--- config.mk ---
export PLATFORM = sky130hd
export DESIGN_NAME = nvw_ctrl
export DESIGN_NICKNAME = d
export VERILOG_FILES = /design/src/rtl/nvw_pkg.sv /design/src/rtl/nvw_lockout.sv /design/src/rtl/nvw_nvarray.sv /design/src/rtl/nvw_ctrl.sv
export SDC_FILE = /design/constraint.sdc
export NUM_CORES = 1
export LEC_CHECK = 0
export BUFFER_PORTS_ARGS = -buffer_cell sky130_fd_sc_hd__buf_2
export CELL_PAD_IN_SITES_DETAIL_PLACEMENT = 0
export CELL_PAD_IN_SITES_GLOBAL_PLACEMENT = 1
export CORE_MARGIN = 2
export CORE_UTILIZATION = 42
export CTS_BUF_LIST = sky130_fd_sc_hd__clkbuf_16
export CTS_CLUSTER_DIAMETER = 30
export CTS_CLUSTER_SIZE = 20
export DETAILED_ROUTE_END_ITERATION = 10
export GPL_TIMING_DRIVEN = 0
export PLACE_DENSITY_LB_ADDON = 0.1
export SLEW_MARGIN = 10
export SYNTH_ARGS = -nofsm -noshare
export SYNTH_HDL_FRONTEND = slang
export SYNTH_HIERARCHICAL = 1
export SYNTH_SLANG_ARGS = --single-unit
--- constraint.sdc ---
create_clock -name clk -period 2.9 [get_ports clk]
set_clock_uncertainty 0.05 [all_clocks]
set_input_delay 0.435 -clock clk [delete_from_list [all_inputs] [get_ports clk]]
set_output_delay 0.435 -clock clk [all_outputs]
set_load 0.03 [all_outputs]
--- src/rtl/nvw_pkg.sv ---
package nvw_pkg;

    typedef enum logic [1:0] {
        ST_IDLE    = 2'd0,
        ST_PWRUP   = 2'd1,
        ST_RESTORE = 2'd2,
        ST_PROGRAM = 2'd3
    } nvw_state_e;

    typedef enum logic [1:0] {
        RD_WIPER = 2'd0,
        RD_SAVED = 2'd1,
        RD_TOL_I = 2'd2,
        RD_TOL_F = 2'd3
    } nvw_rdsel_e;

endpackage

--- src/rtl/nvw_lockout.sv ---
module nvw_lockout #(
    parameter int LEN = 5400
) (
    input  logic clk,
    input  logic rst_n,
    output logic active
);
    localparam int LW = $clog2(LEN + 2);

    logic [LW-1:0] cnt_d, cnt_q;

    always_comb begin
        cnt_d = cnt_q;
        if (cnt_q != '0) cnt_d = cnt_q - 1'b1;
    end

    always_ff @(posedge clk or negedge rst_n) begin
        if (!rst_n) cnt_q <= LW'(LEN);
        else        cnt_q <= cnt_d;
    end

    assign active = (cnt_q != '0);

endmodule

--- src/rtl/nvw_nvarray.sv ---
module nvw_nvarray #(
    parameter int           CODE_W = 6,
    parameter logic [7:0]   TOL_HI = 8'h85,
    parameter logic [7:0]   TOL_LO = 8'h40
) (
    input  logic              clk,
    input  logic              por_n,
    input  logic              we,
    input  logic [CODE_W-1:0] wdata,
    output logic [CODE_W-1:0] word,
    output logic [7:0]        tol_int,
    output logic [7:0]        tol_frac
);
    localparam logic [CODE_W-1:0] BLANK = CODE_W'(1 << (CODE_W - 1));

    logic [CODE_W-1:0] word_d, word_q;

    always_comb begin
        word_d = word_q;
        if (we) word_d = wdata;
    end

    always_ff @(posedge clk or negedge por_n) begin
        if (!por_n) word_q <= BLANK;
        else        word_q <= word_d;
    end

    assign word     = word_q;
    assign tol_int  = TOL_HI;
    assign tol_frac = TOL_LO;

endmodule

--- src/rtl/nvw_ctrl.sv ---
module nvw_ctrl
    import nvw_pkg::*;
#(
    parameter int         CODE_W      = 6,
    parameter int         STORE_CYC   = 260000,
    parameter int         PWRUP_CYC   = 3000,
    parameter int         RESTORE_CYC = 3000,
    parameter int         LOCK_CYC    = 5400,
    parameter logic [7:0] TOL_HI      = 8'h85,
    parameter logic [7:0] TOL_LO      = 8'h40
) (
    input  logic              clk,
    input  logic              por_n,
    input  logic              rst_n,
    input  logic              wiper_wr,
    input  logic              nv_wr,
    input  logic              store_req,
    input  logic              restore_req,
    input  logic              prot_wr,
    input  logic              prot_val,
    input  logic [CODE_W-1:0] wr_data,
    input  logic [1:0]        rd_sel,
    output logic [7:0]        rd_data,
    output logic [CODE_W-1:0] wiper,
    output logic              busy
);
    localparam logic [CODE_W-1:0] MID = CODE_W'(1 << (CODE_W - 1));
    localparam int MAXD_A = (STORE_CYC > RESTORE_CYC) ? STORE_CYC : RESTORE_CYC;
    localparam int MAXD   = (MAXD_A > PWRUP_CYC) ? MAXD_A : PWRUP_CYC;
    localparam int CW     = $clog2(MAXD + 1);

    typedef struct packed {
        nvw_state_e        st;
        logic [CW-1:0]     cnt;
        logic [CODE_W-1:0] wip;
        logic [CODE_W-1:0] pend;
        logic              prot;
    } regs_t;

    regs_t regs_d, regs_q;

    logic              rst_all_n;
    logic              lock_active;
    logic              nv_we;
    logic [CODE_W-1:0] nv_word;
    logic [7:0]        tol_int, tol_frac;
    logic              nv_ok;
    logic              restoring;

    assign rst_all_n = por_n & rst_n;

    nvw_lockout #(.LEN(LOCK_CYC)) u_lock (
        .clk    (clk),
        .rst_n  (rst_all_n),
        .active (lock_active)
    );

    nvw_nvarray #(.CODE_W(CODE_W), .TOL_HI(TOL_HI), .TOL_LO(TOL_LO)) u_nv (
        .clk      (clk),
        .por_n    (por_n),
        .we       (nv_we),
        .wdata    (regs_q.pend),
        .word     (nv_word),
        .tol_int  (tol_int),
        .tol_frac (tol_frac)
    );

    always_comb begin
        regs_d    = regs_q;
        nv_we     = 1'b0;
        nv_ok     = !regs_q.prot && !lock_active;
        restoring = (regs_q.st == ST_PWRUP) || (regs_q.st == ST_RESTORE);

        if (prot_wr) regs_d.prot = prot_val;

        if (wiper_wr && !restoring) regs_d.wip = wr_data;

        case (regs_q.st)
            ST_IDLE: begin
                if (restore_req) begin
                    regs_d.st  = ST_RESTORE;
                    regs_d.cnt = CW'(RESTORE_CYC - 1);
                end else if (store_req && nv_ok) begin
                    regs_d.st   = ST_PROGRAM;
                    regs_d.cnt  = CW'(STORE_CYC - 1);
                    regs_d.pend = regs_q.wip;
                end else if (nv_wr && nv_ok) begin
                    regs_d.st   = ST_PROGRAM;
                    regs_d.cnt  = CW'(STORE_CYC - 1);
                    regs_d.pend = wr_data;
                end
            end
            ST_PWRUP, ST_RESTORE: begin
                if (regs_q.cnt == '0) begin
                    regs_d.wip = nv_word;
                    regs_d.st  = ST_IDLE;
                end else begin
                    regs_d.cnt = regs_q.cnt - 1'b1;
                end
            end
            ST_PROGRAM: begin
                if (regs_q.cnt == '0) begin
                    nv_we     = !regs_q.prot;
                    regs_d.st = ST_IDLE;
                end else begin
                    regs_d.cnt = regs_q.cnt - 1'b1;
                end
            end
            default: regs_d.st = ST_IDLE;
        endcase
    end

    always_ff @(posedge clk or negedge rst_all_n) begin
        if (!rst_all_n) begin
            regs_q.st   <= ST_PWRUP;
            regs_q.cnt  <= CW'(PWRUP_CYC - 1);
            regs_q.wip  <= MID;
            regs_q.pend <= MID;
            regs_q.prot <= 1'b0;
        end else begin
            regs_q <= regs_d;
        end
    end

    assign wiper = regs_q.wip;
    assign busy  = (regs_q.st != ST_IDLE);

    always_comb begin
        case (nvw_rdsel_e'(rd_sel))
            RD_WIPER: rd_data = 8'(regs_q.wip);
            RD_SAVED: rd_data = 8'(nv_word);
            RD_TOL_I: rd_data = tol_int;
            default:  rd_data = tol_frac;
        endcase
    end

    // the preset value is held for the whole power-up interval
    a_r1_preset_hold: assert property (@(posedge clk) disable iff (!rst_all_n)
        (regs_q.st == ST_PWRUP) |-> (wiper == MID));

    // a finishing restore leaves the saved word on the wiper
    a_r4_restore_loads: assert property (@(posedge clk) disable iff (!rst_all_n)
        (regs_q.st == ST_RESTORE && regs_q.cnt == '0) |=> (wiper == $past(nv_word)));

    // an unprotected program completion commits the pending value
    a_r5_store_commits: assert property (@(posedge clk) disable iff (!rst_all_n)
        (regs_q.st == ST_PROGRAM && regs_q.cnt == '0 && !regs_q.prot)
        |=> (nv_word == $past(regs_q.pend)));

    // with protect set the saved word cannot change
    a_r7_prot_freeze: assert property (@(posedge clk) disable iff (!rst_all_n)
        regs_q.prot |=> $stable(nv_word));

    // inside the lockout window the saved word cannot change
    a_r8_lock_freeze: assert property (@(posedge clk) disable iff (!rst_all_n)
        lock_active |=> $stable(nv_word));

    // a running operation is never cut short by new requests
    a_r9_no_restart: assert property (@(posedge clk) disable iff (!rst_all_n)
        (busy && regs_q.cnt != '0) |=> busy);

endmodule

* Yosys cells after proc, flatten, opt, wreduce, memory -nomap -nowiden *
Cells that the tools add are included.

operators by class
  eq/ne operators = 8
  add/subtract/negate cells = 2
  reductions and logical operators = 19
  bitwise operators = 2
  mux-type cells = 14

operators with widths
  cell                   number
  $mux 20                3
  $pmux 20 s2            1
  $mux 6                 5
  $pmux 8 s3             1
  $logic_not 18->1       1
  $mux 18                1
  $sub 18x1->18 const B  1
  $reduce_bool 13->1     1
  $sub 13x1->13 const B  1
  $eq 2x2->1 const B     3
  $eq 2x1->1 const B     2
  $logic_and 1x1->1      4
  $logic_not 2->1        2
  $ne 4x4->1 const B     1
  $reduce_and 2->1       2
  $reduce_bool 2->1      2
  $logic_not 1->1        3
  $reduce_and 3->1       1
  $reduce_or 3->1        1
  $mux 1                 2
  $mux 2                 1
  $ne 2x1->1 const B     1
  $ne 2x2->1 const B     1
  $reduce_or 2->1        1
  3 further kinds        3

storage, ports and cells
  output and inout port bits = 15
  bits of input ports = 17
  logic and storage cells = 52
  register bits = 52

* Longest topological paths before layout *
Gate-level depths: netlist of run 1.

  depth in word-level cells = 8
  gate-level depth with buffers = 10

* Modules after synthesis *
The synthesis of run 1 kept the hierarchy.

modules (own cells, without submodules)
  module       area an instance (um^2)  cells each  instances
  nvw_ctrl     2,233.4                  231         1
  nvw_lockout  713.2                    65          1
  nvw_nvarray  380.4                    31          1

* Worst setup path before layout of run 1 *
OpenSTA, ideal clock, no wires.

  path kind = reg2reg
  start point = register u_lock.cnt_q[0]
  end point = register regs_q[19]
  data arrival time = 2.725 ns
  cell stages (with the launch flop) = 10
  slack = 0.058 ns
  path buffers = 0
  required time = 2.783 ns
  period minus slack after synthesis = 2.842 ns
  path through = dfrtp_1 -> inv_1 -> ha_1 -> or3b_2 -> nor4_4 -> inv_1 -> o311a_1 -> nor2_2 -> or4b_1 -> nand2_1

between the ends
  longest elaborated chain between the ends = 7

RTL lines
  what                    line               text
  from (decl)             nvw_lockout.sv:10  logic [LW-1:0] cnt_d, cnt_q;
  from (signal assigned)  nvw_lockout.sv:18  if (!rst_n) cnt_q <= LW'(LEN);
  from (signal assigned)  nvw_lockout.sv:19  else cnt_q <= cnt_d;
  $reduce_bool 13->1 *    nvw_lockout.sv:22  assign active = (cnt_q != '0);
  via lock_active         nvw_ctrl.sv:43     logic lock_active;
  $logic_not 1->1 *       nvw_ctrl.sv:71     nv_ok = !regs_q.prot && !lock_active;
  $logic_and 1x1->1 *     nvw_ctrl.sv:71
  $logic_and 1x1->1       nvw_ctrl.sv:83     end else if (store_req && nv_ok) begin
  $mux 20                 nvw_ctrl.sv:83
  $mux 20                 nvw_ctrl.sv:80     if (restore_req) begin
  $pmux 20 s2             nvw_ctrl.sv:78     case (regs_q.st)
  to (signal assigned)    nvw_ctrl.sv:121    regs_q <= regs_d;
  to (decl)               nvw_ctrl.sv:40     regs_t regs_d, regs_q;

Mark *: on every way through the listed nets, which the timed path passes. The rest lies on a longest branch.
A chain may end at the register's enable or synchronous reset.

* Worst setup path after layout of run 1 *
Same ends and word-level chain as after synthesis.

==> results.sh, run 1 <==
export IMPL_clkLatencyLatePin_ns=0.29
export IMPL_drt_wl_total_mm=7.74
export IMPL_min_period_over_period_pct=94.7
export IMPL_ys_ff_latch=52
export IMPL_via_per_inst=5.31
export IMPL_die_area_um2=8650
export IMPL_hp_class="primary input to async pin"
export IMPL_hold_viol=0
export IMPL_worst_slew_margin_rel_pct=50.8
export IMPL_avgSynthCellArea_um2=10.2
export IMPL_grt_util_met2_pct=30.4
export IMPL_core_area_um2=7690
export IMPL_synth_warnings=6
export IMPL_antenna_left=0
export IMPL_vias=2613
export IMPL_worstPathCellList="inv_1 -> ha_4 -> or3b_4 -> nor4_4 -> inv_2 -> o311a_4 -> nor2_4 -> or4b_1 -> nand2_1"
export IMPL_cts_buffers=5
export IMPL_synth_flop_cell="dfrtp_1"
export IMPL_synth_cell_types=73
export IMPL_grtUsageTotal_pct=18.9
export IMPL_port_buffers=29
export IMPL_tightest_slew_ns=0.734
export IMPL_antenna_found_initial=0
export IMPL_ir_drop_mv=0.348
export IMPL_area_sequential_um2=1330
export IMPL_wl_per_cell_um=15.7
export IMPL_fmax_mhz=364
export IMPL_grt_pass1_vias=2456
export IMPL_cp_slowest_cell="or4b_1"
export IMPL_pin_count=32
export IMPL_root_buffer="clkbuf_16"
export IMPL_met1_usage_pct=27.3
export IMPL_worst_setup_path_start_kind="flip-flop"
export IMPL_die_w_um=93
export IMPL_max_cap_violations=0
export IMPL_grt_first_pass_wirelength_mm=12.8
export IMPL_drive_gt1_share_pct=35.1
export IMPL_dp_cells=473
export IMPL_area_delta_synth_final_pct=19.6
export IMPL_yosysTopAreaCellShare_pct=25.6
export IMPL_start_util_pct=43.3
export IMPL_period_needed_ns=2.74
export IMPL_powerDensity_nw_per_um2=702
export IMPL_synthCells=327
export IMPL_antennaDiodeCount=0
export IMPL_dr_pass1_iters=4
export IMPL_use_met3_pct=2.42
export IMPL_fillers=721
export IMPL_synth_top_family_by_area="simple AND/OR/NAND/NOR gates"
export IMPL_final_setup_viol_count=0
export IMPL_synth_edf_count=0
export IMPL_synthArstFlopShare_pct=100
export IMPL_drt_iter0_drc=130
export IMPL_synth_compound_area_share_pct=16.8
export IMPL_end_kind="flip-flop"
export IMPL_fin_tns_setup_ns=0
export IMPL_synth_area_um2=3330
export IMPL_clkTransAtPathRegs_ns=0.07
export IMPL_crit_type="flip-flop to flip-flop"
export IMPL_required_ns=3.08
export IMPL_globalplace_congestion=0.792
export IMPL_synthSimpleGateAreaFrac_pct=18.9
export IMPL_final_cell_mix="buf_4 (34), dfrtp_1 (33), buf_2 (30), nand2_1 (25), nor2_1 (21)"
export IMPL_grt_max_degree=34
export IMPL_grt_overflow_total=0
export IMPL_p_leak_nw=1.79
export IMPL_synth_area_leaders="dfrtp_1 (26%), dfstp_2 (14%), buf_4 (5.0%)"
export IMPL_synth_seq_area_share_pct=39.8
export IMPL_dp_hpwl_mm=5.38
export IMPL_finalMaxSlewViolations=0
export IMPL_drc=0
export IMPL_multiInputGateArea_um2=1760
export IMPL_yosys_mux_area_fraction_pct=10.8
export IMPL_htreeDepth=2
export IMPL_cts_sinks=52
export IMPL_cts_buffer_depth=2
export IMPL_synthAdderAreaFrac_pct=2.26
export IMPL_synthXorXnorAreaFrac_pct=1.05
export IMPL_slowest_delay_ns=0.46
export IMPL_final_common_cell="buf_4"
export IMPL_run_status="completed"
export IMPL_cts_tree="done"
export IMPL_cp_arrival_ns=2.92
export IMPL_synth_top_area_cell="dfrtp_1"
export IMPL_top_usage_layer="met2"
export IMPL_final_nets=412
export IMPL_instances_no_fill=492
export IMPL_die_h_um=93
export IMPL_crit_fanout=8
export IMPL_fp_row_count=32
-- worst max-delay path: cells and delay by family (launching register included) --
family / cells / cell delay, ns
flip-flops: 1 / 0.41
buffers and inverters: 2 / 0.23
AO/OA/AOI/OAI: 1 / 0.36
adder cells (fa/ha/maj): 1 / 0.17
AND/OR/NAND/NOR: 5 / 1.45
-- kinds of logic (layout without fill, tap and decap cells) --
group                      after synthesis  count (layout)
and+or+nand+nor                        110             110
AOI/OAI and AO/OA                       76              76
DFF                                     52              52
buffers and inverters                   52             101
muxes                                   25              25
adders and majority gates                6               6
xor gates and xnor gates                 4               4
other                                    2              16
-- power by group --
part	total, mW	internal [mW]	switching, mW
combinational	0.938	0.430	0.508
sequential	1.18	0.983	0.198
clock	0.675	0.408	0.268
total	2.79	1.82	0.973
-- registers in the layout, summed over array words and instances, names as in the netlist --
| signal | flops |
|---|---|
| u_lock/cnt_q | 13 |
| regs_q | 27 |
| wiper | 6 |
| u_nv/word | 6 |
-- metrics by stage --
| stage | worst slack (ns) | utilization [%] | total power [mW] | area (um^2) | hold slack, ns |
|---|---|---|---|---|---|
| after detailed placement | -0.412 | 47.8 | 2.11 | 3670 | 0.234 |
| final | 0.155 | 51.8 | 2.79 | 3980 | 0.135 |
| after CTS | 0.00425 | 50.5 | 2.80 | 3880 | 0.144 |
| after global placement | -0.399 | 47.5 | 2.09 | 3650 | 0.240 |
| after floorplan | 0.0582 | - | 1.88 | 3380 | 0.0894 |
| after global routing | -0.00564 | 51.8 | 2.98 | 3980 | 0.155 |
-- layout make-up --
cell class / instances / area share (%)
Tap cell: 102 / 3.21
Inverter: 12 / 1.13
Timing Repair Buffer: 41 / 6.29
Multi-Input combinational cell: 237 / 44.3
Buffer: 40 / 7.55
Sequential cell: 52 / 33.3
Clock buffer: 5 / 3.14
Clock inverter: 3 / 1.07
-- per-layer routing --
layer | vias up | part of all wire (%)
li1 | 1301 | -
met1 | 1258 | 47
met2 | 50 | 49
met3 | 4 | 3.2
met4 | 0 | 0.76
met5 | - | 0
-- final timing paths --
kind / from / endpoint / slack, ns / cells after the start
max in group asynchronous: por_n / u_lock/cnt_q[8]$_DFFE_PN1P_ / 1.39 / 4
setup reg to reg: u_lock/cnt_q[0]$_DFFE_PN0P_ / regs_q[19]$_DFFE_PN0P_ / 0.16 / 9
setup / recovery: u_lock/cnt_q[0]$_DFFE_PN0P_ / regs_q[19]$_DFFE_PN0P_ / 0.16 / 9
min in group clk: prot_val / regs_q[0]$_DFFE_PN0P_ / 0.33 / 2
hold / removal: rst_n / regs_q[29]$_DFFE_PN0P_ / 0.13 / 2
hold reg to reg: regs_q[6]$_DFFE_PN1P_ / regs_q[6]$_DFFE_PN1P_ / 0.45 / 2
-- cells in the mapped netlist (2+ instances only) --
master and instances:
dfrtp_1 34, nand2_1 25, buf_4 22, nor2_1 21
dfstp_2 18, a31oi_1 13, inv_1 12, o21ai_0 12
mux2i_1 11, nor3_1 11, nor2b_1 10, clkbuf_1 9
nor4_1 9, a21oi_1 8, a211oi_1 7, ha_1 6
mux2_4 6, mux4_2 6, buf_6 5, o311ai_0 4
o31a_1 4, o21ai_1 3, o31ai_1 3, o41ai_1 3
or3_1 3, or4_1 3, xnor2_1 3, a311oi_1 2
and2_1 2, and2_4 2, and3_1 2, buf_2 2
conb_1 2, mux2_2 2, nor3b_1 2, o211ai_1 2
or4_4 2
-- repair_timing --
action | 4_1_cts | 5_1_grt
resized for setup | 6 | 8
setup endpoints to repair | 25 | 22
buffers inserted | 1 | 9
pin swaps | 1 | 4
cloned | 0 | 0
endpoints found under the hold margin | 5 | 0
hold buffers | 1 | 0
Note: power is estimated with default switching activity, not from simulation.
==> run 2: changes to the inputs <==
Settings changed: MAX_ROUTING_LAYER set to met4.
Clock period 2.9 ns to 2.3 ns, I/O delays scaled along.
==> run 2 against run 1 <==
The flow now finishes with violations (setup timing). Hold slack got worse by 0.0051 ns. Maximum frequency rose by 4.1%. Core utilization rose by 4.4 points. Global-route usage rose by 1.6 points. Power rose by 30%. Cell count rose by 3.9%. Largest power group unchanged.
==> results.sh, run 2 (same netlist as run 1, synthesis figures left out) <==
export IMPL_p_leak_nw=1.92
export IMPL_via_per_inst=5.37
export IMPL_place_area_um2=3710
export IMPL_r2r_cells=7
export IMPL_globalplace_congestion=0.860
export IMPL_ir_drop_mv=0.506
export IMPL_grtUsageTotal_pct=20.6
export IMPL_drt_iter0_drc=126
export IMPL_top_usage_layer="met2"
export IMPL_root_buffer="clkbuf_16"
export IMPL_start_util_pct=43.3
export IMPL_dp_hpwl_mm=5.52
export IMPL_die_h_um=93
export IMPL_worst_slew_margin_rel_pct=53.1
export IMPL_violations="setup timing"
export IMPL_vias=2742
export IMPL_worst_setup_path_start_kind="flip-flop"
export IMPL_area_delta_synth_final_pct=29.7
export IMPL_drive_gt1_share_pct=44.3
export IMPL_worstPathCellList="or4_4 -> nor4_4 -> inv_2 -> o311a_4 -> clkbuf_16 -> a222oi_1 -> o41ai_1"
export IMPL_antenna_found_initial=0
export IMPL_grt_util_met2_pct=33.1
export IMPL_cp_slowest_cell="or4_4"
export IMPL_fin_ws_ns=-0.336
export IMPL_final_cell_mix="buf_4 (42), dfrtp_1 (34), buf_2 (30), nor2_1 (20), nand2_1 (19)"
export IMPL_finalMaxSlewViolations=0
export IMPL_setup_worst_path_start="u_lock/cnt_q[4]$_DFFE_PN1P_"
export IMPL_cp_arrival_ns=2.74
export IMPL_drc=0
export IMPL_fillers=722
export IMPL_antenna_left=0
export IMPL_end_kind="flip-flop"
export IMPL_grt_first_pass_wirelength_mm=13.7
export IMPL_drt_wl_total_mm=8.22
export IMPL_grt_overflow_total=0
export IMPL_fp_row_count=32
export IMPL_cts_buffer_depth=2
export IMPL_grt_pass1_vias=2683
export IMPL_cts_sinks=52
export IMPL_crit_type="flip-flop to flip-flop"
export IMPL_met1_usage_pct=27.4
export IMPL_hp_class="primary input to async pin"
export IMPL_use_met3_pct=3.22
export IMPL_die_w_um=93
export IMPL_final_setup_viol_count=26
export IMPL_regToRegStartpoint="u_lock/cnt_q[4]$_DFFE_PN1P_"
export IMPL_fin_tns_setup_ns=-5.70
export IMPL_max_cap_violations=0
export IMPL_regMostFlops="regs_q"
export IMPL_core_area_um2=7690
export IMPL_die_area_um2=8650
export IMPL_clkLatencyLatePin_ns=0.29
export IMPL_dp_slack_ns=-0.702
export IMPL_wl_per_cell_um=16.1
export IMPL_period_needed_ns=2.64
export IMPL_htreeDepth=2
export IMPL_final_nets=431
export IMPL_pin_count=32
export IMPL_required_ns=2.40
export IMPL_reg_largest_list="regs_q x27, u_lock/cnt_q x13"
export IMPL_antennaDiodeCount=0
export IMPL_run_status="finished with violations"
export IMPL_fin_area_um2=4320
export IMPL_grt_max_degree=25
export IMPL_powerDensity_nw_per_um2=840
export IMPL_cts_tree="done"
export IMPL_min_period_over_period_pct=115
export IMPL_clkTransAtPathRegs_ns=0.07
export IMPL_tightest_slew_ns=0.693
export IMPL_cts_buffers=5
export IMPL_port_buffers=29
export IMPL_hold_viol=0
export IMPL_rsz0062_at_grt="yes"
export IMPL_dr_pass1_iters=4
export IMPL_fmax_mhz=379
export IMPL_largest_reg_flops=27
export IMPL_crit_fanout=8
export IMPL_slowest_delay_ns=0.56
export IMPL_final_common_cell="buf_4"
[run 2: changes by cell type in the layout (fill, tap and decap cells not counted), moves of 4 or more]
cell     delta
o21ai_0     -5
o21ai_2     +4
buf_6       +9
nand2_1     -6
nand2_2     +5
buf_4       +8
[run 2: layout make-up]
type                            instances  area [um^2]  area share [%]
Clock inverter                          3         21.3           0.493
Timing Repair Buffer                   62          458            10.6
Inverter                               12         45.0            1.04
Tap cell                              102          128            2.96
Buffer                                 38          302            6.99
Sequential cell                        52         1320            30.7
Clock buffer                            5          125            2.90
Multi-Input combinational cell        237         1910            44.3
[run 2: repair_timing]
action,4_1_cts,5_1_grt
setup endpoints to repair,31,32
hold endpoints to repair,5,0
pin swaps,14,16
buffers inserted,24,7
resized for setup,23,32
hold buffers,1,0
[run 2: critical path, delay by kind of cell (launching register included)]
family	cells	cell delay, ns
AO/OA/AOI/OAI	3	0.88
buffers and inverters	2	0.29
flip-flops	1	0.39
AND/OR/NAND/NOR	2	0.89
[run 2: worst paths after layout]
path,slack [ns],to
max reg2reg,-0.34,regs_q[23]$_DFFE_PN0P_
max in group asynchronous,0.74,regs_q[31]$_DFFE_PN1P_
min,0.13,regs_q[4]$_DFFE_PN0P_
min reg2reg,0.46,regs_q[15]$_DFFE_PN1P_
max,-0.34,regs_q[23]$_DFFE_PN0P_
min in group clk,0.23,regs_q[0]$_DFFE_PN0P_
[run 2: per-stage QoR]
step | utilization (%) | std cells | power (mW) | hold slack (ns)
finish | 56.1 | 511 | 3.62 | 0.130
global route | 56.1 | 511 | 3.87 | 0.164
CTS | 53.6 | 504 | 3.53 | 0.138
detailed placement | 48.2 | 473 | 2.68 | 0.141
global placement | 47.9 | 472 | 2.65 | 0.139
floorplan | - | 341 | 2.37 | -0.000591
[run 2: power breakdown]
part | internal (mW) | total (mW) | switching (mW)
combinational | 0.621 | 1.30 | 0.681
clock | 0.409 | 0.771 | 0.362
sequential | 1.24 | 1.55 | 0.313
total | 2.27 | 3.62 | 1.36
[run 2: layer usage]
metal / vias to the layer above / share of wire (%)
met1: 1346 / 47
met5: - / 0
met4: 0 / 1.5
li1: 1347 / -
met2: 39 / 50
met3: 10 / 2.1
==> run 3: changes to the inputs <==
Settings changed: SETUP_SLACK_MARGIN set to 0.05.
==> run 3 against run 2 <==
The flow still finishes with violations (setup timing). Flip-flop and latch count unchanged. Sequential share of layout area down 1.0 points. Design area up 3.6%. Via count up 2.3%. First-iteration DRC count down 25%. Largest power group unchanged. Die area unchanged.
==> results.sh, run 3 (same netlist as run 1, synthesis figures left out) <==
export IMPL_crit_fanout=8
export IMPL_root_buffer="clkbuf_16"
export IMPL_max_cap_violations=0
export IMPL_hp_class="primary input to async pin"
export IMPL_min_period_over_period_pct=111
export IMPL_die_area_um2=8650
export IMPL_p_leak_nw=1.99
export IMPL_drt_wl_total_mm=8.60
export IMPL_hold_viol=0
export IMPL_cts_buffer_depth=2
export IMPL_core_area_um2=7690
export IMPL_reg_largest_list="regs_q x27, u_lock/cnt_q x13"
export IMPL_wl_per_cell_um=16.5
export IMPL_clkLatencyLatePin_ns=0.29
export IMPL_ir_drop_mv=0.505
export IMPL_period_needed_ns=2.56
export IMPL_run_status="finished with violations"
export IMPL_globalplace_congestion=0.860
export IMPL_die_w_um=93
export IMPL_final_nets=441
export IMPL_place_area_um2=3710
export IMPL_pin_count=32
export IMPL_fmax_mhz=390
export IMPL_antennaDiodeCount=0
export IMPL_final_common_cell="buf_4"
export IMPL_area_delta_synth_final_pct=34.3
export IMPL_final_cell_mix="buf_4 (48), dfrtp_1 (32), buf_2 (30), nor2_1 (20), nand2_1 (20)"
export IMPL_regMostFlops="regs_q"
export IMPL_tightest_slew_ns=0.764
export IMPL_grt_overflow_total=0
export IMPL_timing_rr_end="regs_q[23]$_DFFE_PN0P_"
export IMPL_required_ns=2.40
export IMPL_grt_first_pass_wirelength_mm=14.3
export IMPL_worst_setup_path_start_kind="flip-flop"
export IMPL_dp_hpwl_mm=5.52
export IMPL_htreeDepth=2
export IMPL_antenna_found_initial=0
export IMPL_start_util_pct=43.3
export IMPL_drive_gt1_share_pct=46.5
export IMPL_cts_sinks=52
export IMPL_fin_ws_ns=-0.263
export IMPL_rsz0062_at_grt="yes"
export IMPL_cp_arrival_ns=2.66
export IMPL_fin_tns_setup_ns=-3.51
export IMPL_cts_buffers=5
export IMPL_grt_pass1_vias=2739
export IMPL_largest_reg_flops=27
export IMPL_fp_row_count=32
export IMPL_drc=0
export IMPL_r2r_slack_ns=-0.26
export IMPL_dr_pass1_iters=4
export IMPL_finalMaxSlewViolations=0
export IMPL_antenna_left=0
export IMPL_grtUsageTotal_pct=21.5
export IMPL_powerDensity_nw_per_um2=831
export IMPL_regToRegStartpoint="u_lock/cnt_q[10]$_DFFE_PN1P_"
export IMPL_cts_tree="done"
export IMPL_violations="setup timing"
export IMPL_via_per_inst=5.38
export IMPL_end_kind="flip-flop"
export IMPL_worst_slew_margin_rel_pct=49.1
export IMPL_clkTransAtPathRegs_ns=0.07
export IMPL_r2r_cells=8
export IMPL_final_setup_viol_count=26
export IMPL_drt_iter0_drc=95
export IMPL_fin_area_um2=4470
export IMPL_vias=2805
export IMPL_crit_type="flip-flop to flip-flop"
export IMPL_grt_max_degree=25
export IMPL_die_h_um=93
export IMPL_port_buffers=29
## run 3: cell types whose count changed in the layout (fill, tap and decap cells not counted), sizes merged
cell and delta:
buf +9, clkbuf +1
## run 3: metal layers
layer / GRT usage (%) / wire length (um) / vias up
met1: 28.6 / 3960 / 1384
met3: 3.06 / 224 / 15
met4: 6.25 / 186 / 0
met2: 34.4 / 4230 / 43
met5: - / 0 / -
li1: - / - / 1363
## run 3: timing repair
item,4_1_cts,5_1_grt
buffers inserted,32,9
hold buffers,1,0
endpoints found under the hold margin,5,0
endpoints found under the setup margin,32,32
pin swaps,21,18
resized for setup,46,24
gates cloned,1,0
## run 3: final cells by class
class / instances / area [um^2]
Fill cell: 694 / 3220
Multi-Input combinational cell: 237 / 1960
Sequential cell: 52 / 1330
Timing Repair Buffer: 72 / 553
Buffer: 38 / 310
Tap cell: 102 / 128
Clock buffer: 5 / 125
Inverter: 12 / 45.0
Clock inverter: 3 / 21.3
## run 3: critical path, stage by stage, from the launching register on
cell,delay (ns)
dfstp_2,0.39
or4_4,0.53
buf_6,0.15
nor4_4,0.19
inv_2,0.08
o311a_4,0.35
clkbuf_16,0.17
a222oi_1,0.35
o41ai_2,0.14
## run 3: worst max-delay path by stage
| stage | slack (ns) | cells after the start | to | start |
|---|---|---|---|---|
| after floorplan | -0.31 | 8 | regs_q[23]$_DFFE_PN0P_ | u_lock/cnt_q[9]$_DFFE_PN0P_ |
| after global placement | -0.66 | 8 | regs_q[4]$_DFFE_PN0P_ | u_lock/cnt_q[9]$_DFFE_PN0P_ |
| after detailed placement | -0.70 | 8 | regs_q[4]$_DFFE_PN0P_ | u_lock/cnt_q[9]$_DFFE_PN0P_ |
| after CTS | -0.29 | 8 | regs_q[23]$_DFFE_PN0P_ | u_lock/cnt_q[4]$_DFFE_PN1P_ |
| after global routing | -0.35 | 8 | regs_q[23]$_DFFE_PN0P_ | u_lock/cnt_q[10]$_DFFE_PN1P_ |
| final | -0.26 | 8 | regs_q[23]$_DFFE_PN0P_ | u_lock/cnt_q[10]$_DFFE_PN1P_ |
## run 3: power breakdown
group	switching [mW]	total [mW]	internal, mW
clock network	0.362	0.770	0.409
logic	0.718	1.39	0.668
registers	0.314	1.56	1.24
total	1.39	3.71	2.32
## run 3: stage by stage
stage               hold WS, ns  setup WS (ns)  std cells  total power, mW  utilization [%]
floorplan             -0.000591         -0.311        341             2.37                -
global placement          0.139         -0.660        472             2.65             47.9
detailed placement        0.141         -0.702        473             2.68             48.2
CTS                       0.138         -0.288        514             3.59             56.4
global route              0.160         -0.346        521             3.95             58.1
finish                    0.117         -0.263        521             3.71             58.1
